`src/rtl/pfb_pkg.sv`:
```
package pfb_pkg;

  typedef enum logic [1:0] {
    SRC_ROTATED = 2'd0,
    SRC_LATCH   = 2'd1,
    SRC_CPUBIT  = 2'd2,
    SRC_SETRST  = 2'd3
  } srcSel_e;

  typedef enum logic [1:0] {
    OP_PASS = 2'd0,
    OP_AND  = 2'd1,
    OP_OR   = 2'd2,
    OP_XOR  = 2'd3
  } aluOp_e;

  typedef struct packed {
    logic    fire;
    srcSel_e srcSel;
    logic    honorSrEn;
    logic    maskFromRot;
    aluOp_e  aluOp;
  } pathCtrl_t;

endpackage

```
`src/rtl/pfb_ctrl.sv`:
```
module pfb_ctrl
  import pfb_pkg::*;
(
  input  logic       wrReq,
  input  logic [1:0] writeMode,
  input  logic [1:0] logicOp,
  output pathCtrl_t  ctrl
);

  always_comb begin
    ctrl.fire        = wrReq;
    ctrl.aluOp       = aluOp_e'(logicOp);
    ctrl.honorSrEn   = 1'b0;
    ctrl.maskFromRot = 1'b0;
    unique case (writeMode)
      2'b00: begin
        ctrl.srcSel    = SRC_ROTATED;
        ctrl.honorSrEn = 1'b1;
      end
      2'b01: begin
        ctrl.srcSel = SRC_LATCH;
        ctrl.aluOp  = OP_PASS;
      end
      2'b10: ctrl.srcSel = SRC_CPUBIT;
      default: begin
        ctrl.srcSel      = SRC_SETRST;
        ctrl.maskFromRot = 1'b1;
      end
    endcase
  end

endmodule

```
`src/rtl/pfb_datapath.sv`:
```
module pfb_datapath
  import pfb_pkg::*;
#(
  parameter int BYTE_W = 8,
  parameter int PLANES = 4,
  localparam int ROT_W = $clog2(BYTE_W),
  localparam int BUS_W = BYTE_W * PLANES
) (
  input  pathCtrl_t          ctrl,
  input  logic [BYTE_W-1:0]  cpuData,
  input  logic [BUS_W-1:0]   latchData,
  input  logic [ROT_W-1:0]   rotateCount,
  input  logic [PLANES-1:0]  setResetVal,
  input  logic [PLANES-1:0]  setResetEn,
  input  logic [BYTE_W-1:0]  bitMask,
  output logic [BUS_W-1:0]   nextData
);

  logic [BYTE_W-1:0]   rotByte;
  logic [2*BYTE_W-1:0] rotWide;
  logic [BYTE_W-1:0]   protMask;

  always_comb begin
    rotWide = {cpuData, cpuData} >> rotateCount;
    rotByte = rotWide[BYTE_W-1:0];
  end

  always_comb begin
    unique case (ctrl.srcSel)
      SRC_LATCH: protMask = '0;
      SRC_SETRST: protMask = ctrl.maskFromRot ? (rotByte & bitMask) : bitMask;
      default:   protMask = bitMask;
    endcase
  end

  for (genvar p = 0; p < PLANES; p++) begin : g_lane
    logic [BYTE_W-1:0] latchByte;
    logic [BYTE_W-1:0] srcByte;
    logic [BYTE_W-1:0] aluByte;

    assign latchByte = latchData[p*BYTE_W +: BYTE_W];

    always_comb begin
      unique case (ctrl.srcSel)
        SRC_ROTATED: srcByte = (ctrl.honorSrEn && setResetEn[p]) ?
                               {BYTE_W{setResetVal[p]}} : rotByte;
        SRC_CPUBIT:  srcByte = {BYTE_W{cpuData[p]}};
        SRC_SETRST:  srcByte = {BYTE_W{setResetVal[p]}};
        default:     srcByte = latchByte;
      endcase
    end

    always_comb begin
      unique case (ctrl.aluOp)
        OP_AND:  aluByte = srcByte & latchByte;
        OP_OR:   aluByte = srcByte | latchByte;
        OP_XOR:  aluByte = srcByte ^ latchByte;
        default: aluByte = srcByte;
      endcase
    end

    assign nextData[p*BYTE_W +: BYTE_W] = (aluByte & protMask) | (latchByte & ~protMask);
  end

endmodule

```
`src/rtl/planar_write_path.sv`:
```
module planar_write_path
  import pfb_pkg::*;
#(
  parameter int BYTE_W = 8,
  parameter int PLANES = 4,
  localparam int ROT_W = $clog2(BYTE_W),
  localparam int BUS_W = BYTE_W * PLANES
) (
  input  logic              clk,
  input  logic              rstN,
  input  logic              wrReq,
  input  logic [BYTE_W-1:0] cpuData,
  input  logic [BUS_W-1:0]  latchData,
  input  logic [1:0]        writeMode,
  input  logic [ROT_W-1:0]  rotateCount,
  input  logic [1:0]        logicOp,
  input  logic [PLANES-1:0] setResetVal,
  input  logic [PLANES-1:0] setResetEn,
  input  logic [PLANES-1:0] planeMask,
  input  logic [BYTE_W-1:0] bitMask,
  output logic              wrValid,
  output logic [BUS_W-1:0]  planeData,
  output logic [PLANES-1:0] planeWe
);

  pathCtrl_t        ctrl;
  logic [BUS_W-1:0] nextData;

  pfb_ctrl u_ctrl (
    .wrReq     (wrReq),
    .writeMode (writeMode),
    .logicOp   (logicOp),
    .ctrl      (ctrl)
  );

  pfb_datapath #(.BYTE_W(BYTE_W), .PLANES(PLANES)) u_dp (
    .ctrl        (ctrl),
    .cpuData     (cpuData),
    .latchData   (latchData),
    .rotateCount (rotateCount),
    .setResetVal (setResetVal),
    .setResetEn  (setResetEn),
    .bitMask     (bitMask),
    .nextData    (nextData)
  );

  always_ff @(posedge clk) begin
    if (!rstN) begin
      wrValid   <= 1'b0;
      planeWe   <= '0;
      planeData <= '0;
    end else begin
      wrValid <= ctrl.fire;
      planeWe <= ctrl.fire ? planeMask : '0;
      if (ctrl.fire) planeData <= nextData;
    end
  end

endmodule

```
`config.mk`:
```
export PLATFORM = sky130hd
export DESIGN_NAME = planar_write_path
export DESIGN_NICKNAME = d
export VERILOG_FILES = /design/src/rtl/pfb_pkg.sv /design/src/rtl/pfb_ctrl.sv /design/src/rtl/pfb_datapath.sv /design/src/rtl/planar_write_path.sv
export SDC_FILE = /design/constraint.sdc
export NUM_CORES = 1
export LEC_CHECK = 0
export CORE_MARGIN = 2
export CORE_UTILIZATION = 35
export CTS_CLUSTER_SIZE = 14
export DETAILED_ROUTE_END_ITERATION = 10
export SLEW_MARGIN = 20
export SYNTH_ARGS = -nofsm -noshare
export SYNTH_HDL_FRONTEND = slang
export SYNTH_HIERARCHICAL = 1
export SYNTH_SLANG_ARGS = --single-unit
```
`constraint.sdc`:
```
create_clock -name clk -period 5.5 [get_ports clk]
set_clock_uncertainty 0.15 [all_clocks]
set_input_delay 1.375 -clock clk [delete_from_list [all_inputs] [get_ports clk]]
set_output_delay 1.375 -clock clk [all_outputs]
set_load 0.01 [all_outputs]
```
==> qor.csv <==
stage,metric,value,unit
placed_design,dpl_cell_area,5450,um^2
power,switchingPower,407,uW
setup_path,crit_buf_inv,2,
power,leakagePower,2.27,nW
synthesis,synth_edf_count,0,
routing,remaining_drc_errors,0,
synthesis,synth.cell_area,4350,um^2
placed_design,routabilityCongestion,0.777,
power,power_frac_comb,43.8,%
setup_path,critPathSlowestCell,o21ai_1,
clock_network,post_cts_resized,0,
clock_network,clockRootBuffer,clkbuf_16,
synthesis,synth.most_common_cell,mux2i_1,
synthesis,synth_common_cells,"mux2i_1 (46), nand2_1 (39), dfxtp_1 (37), ha_1 (32), nor2b_1 (32)",
power,power.internal,813,uW
final_layout,finish.utilization,46.7,%
setup_path,path_class,input pin to flop,
routing,drtIter0Drc,354,
routing,wl,14.5,mm
timing,slew_headroom,23.5,%
routing,antenna_left,0,
setup_path,start_kind,input pin,
clock_network,insertion_delay,290,ps
global_route,grt_max_degree,70,
synthesis,synth_seq_area_share,17.0,%
synthesis,synth_mux_area_share,17.4,%
setup_path,endpoint_kind,flop,
synthesis,synthTopCellsByArea,"dfxtp_1 (17%), mux2i_1 (11%), ha_1 (9.2%)",
timing,worst_pin_slew,1150,ps
routing,viasPerCell,5.88,
floorplanning,die-width,115,um
synthesis,synth-simple-area-share,18.9,%
synthesis,ys_warn_count,6,
final_layout,syn_to_final_growth,29.6,%
timing,max_freq,209,MHz
global_route,grt_pass1_wl,22.5,mm
setup_path,path_max_fanout,18,
clock_network,clk_path_buf_depth,2,
min_path,worstHoldPathType,flop to flop,
setup_path,cp.arrival,4850,ps
timing,report.final.slew_viol_count,0,
clock_network,postCtsSetupBuffers,0,
timing,timing.final.ws_setup,726,ps
timing,finalSetupViolCount,0,
setup_path,cp_top_family,compound AO/OA/AOI/OAI gates,
global_route,grt_usage,21.5,%
synthesis,syn_inst,504,
final_layout,design_area,5640,um^2
floorplanning,core,12100,um^2
floorplanning,placementRows,40,
power,switching_share,33.4,%
clock_network,numClockSinks,37,
synthesis,ys_types,45,
timing,setup-tns-final,0,ps
floorplanning,dieArea,13300,um^2
synthesis,synthesis.nets,606,
synthesis,synth_area_leader_cell,dfxtp_1,
synthesis,syn_area_per_cell,8.63,um^2
synthesis,synth-compound-area-share,30.8,%
timing,holdWs,366,ps
placed_design,post-place-ws,456,ps
synthesis,yosys.area_share.xor_xnor,0,%
power,vdd_ir_drop_max,0.112,mV
global_route,overflow,0,
final_layout,antenna_cells,0,
clock_network,cts_hold_buf,0,
global_route,antenna_found_initial,0,
final_layout,fin_nets,688,
outcome,status,"finished, final reports clean",
setup_path,worst_path_largest_cell_delay,780,ps
routing,wl_per_cell,19.2,um
floorplanning,io_pins,107,
synthesis,async_flop_share,0,%
clock_network,cts_tree,yes,
floorplanning,die_height,115,um
floorplanning,start_util,36.0,%
clock_network,clk_pin_slew,60,ps
timing,period_needed,4770,ps
setup_path,critical_path_required,5580,ps
power,power.density,216,nW/um^2
final_layout,drive_above_1_share,11.8,%
timing,fin_crit_sh,86.8,%
global_route,grt_pass1_vias,4410,
synthesis,synth_top_area_share,17.0,%
placed_design,hpwlAfterDp,10.1,mm
timing,final-hold-violation-count,0,
synthesis,synth-adder-area-share,9.21,%
setup_path,reg2reg_slack,4660,ps
synthesis,yosys_register_bits,37,
clock_network,ctsHtreeMaxLevel,2,
routing,vias,4440,
power,clockPowerShare,31.2,%
routing,drt_pass1_iterations,5,
synthesis,synthFlopType,dfxtp_1,
clock_network,numCtsBuffers,5,
setup_path,crit_chain,"clkdlybuf4s50_1, and3b_1, o21ai_1, buf_4, o221a_1, ha_1, nand2_1, a2bb2oi_1, o21ai_0, o31ai_1, o311a_1, mux2i_1, nor2b_1",
timing,rsz0062_at_grt,false,
placed_design,io_buffers,106,
synthesis,synth_top_family_by_area,compound AO/OA/AOI/OAI gates,
flow_run,maxCapViolations,0,
power,seqPwrFrac,25.0,%
[placed cells by master (no fill, tap or decap), types with 4 or more instances in the layout]
master and n:
a22oi_1 4, o221a_2 22, o211ai_1 7, ha_1 32, and3_1 4, a21oi_1 20, clkbuf_16 5, mux4_2 8
nor3_1 28, mux2_4 7, inv_1 18, and3b_1 4, nand2_1 39, o221a_1 8, a221oi_1 14, dfxtp_1 37
buf_4 8, nor2b_1 32, nand2b_1 19, o311a_1 14, mux2i_1 46, clkdlybuf4s50_1 104, nor2_1 19, o21ai_0 18
o22a_1 4, nand3b_1 4, a2bb2oi_1 14, o31ai_1 14, o221ai_1 4, o2111a_2 6
[registers in the layout (all words and copies together) (netlist names)]
signal / cells
wrValid: 1
planeData: 32
planeWe: 4
[cell families (layout without fill, tap and decap cells)]
| family | after synthesis | in the layout |
|---|---|---|
| mux | 62 | 62 |
| fa+ha+maj | 32 | 32 |
| simple gates | 157 | 157 |
| flops | 37 | 37 |
| compound gates | 159 | 159 |
| buf+inv | 57 | 140 |
[worst reg2reg max path, stage by stage, from the launching register on]
cell and delay (ps):
dfxtp_1 400, mux2i_1 100, nor2b_1 130
[power groups by stage]
stage	combinational, mW	sequential, mW	clock, mW
2_1_floorplan	0.328	0.319	0
3_3_place_gp	0.511	0.310	0
3_5_place_dp	0.528	0.310	0
4_1_cts	0.531	0.305	0.391
5_1_grt	0.585	0.308	0.401
6_report	0.535	0.305	0.381
[worst paths after layout]
| kind | endpoint | cells after the start | start |
|---|---|---|---|
| max | planeData[27]$_SDFFE_PN0P_ | 13 | writeMode[0] |
| min | planeData[10]$_SDFFE_PN0P_ | 2 | planeData[10]$_SDFFE_PN0P_ |
| max reg2reg | planeData[27]$_SDFFE_PN0P_ | 2 | planeData[27]$_SDFFE_PN0P_ |
| min reg2reg | planeData[10]$_SDFFE_PN0P_ | 2 | planeData[10]$_SDFFE_PN0P_ |
[layer usage]
metal	share of wire (%)	vias to the layer above	global-route usage [%]
met5	0	-	0
met4	0.71	0	3.61
met3	6.3	14	3.71
met2	48	159	37.1
li1	-	2139	-
met1	45	2128	28.5
[metrics by stage]
stage                     std cells  power [mW]
after floorplan                 504       0.647
after global placement          747       0.821
after detailed placement        747       0.838
after CTS                       755        1.23
after global routing            755        1.29
final                           755        1.22
[cell type report]
class / count / area (um^2)
clock buffers: 5 / 125
clock inverters: 3 / 65.1
fillers: 1171 / 6420
inverters: 18 / 67.6
multi-input cells: 410 / 3320
flip-flops and latches: 37 / 741
well taps: 168 / 210
repair buffers: 114 / 1110
Note: power is estimated with default switching activity, not from simulation.
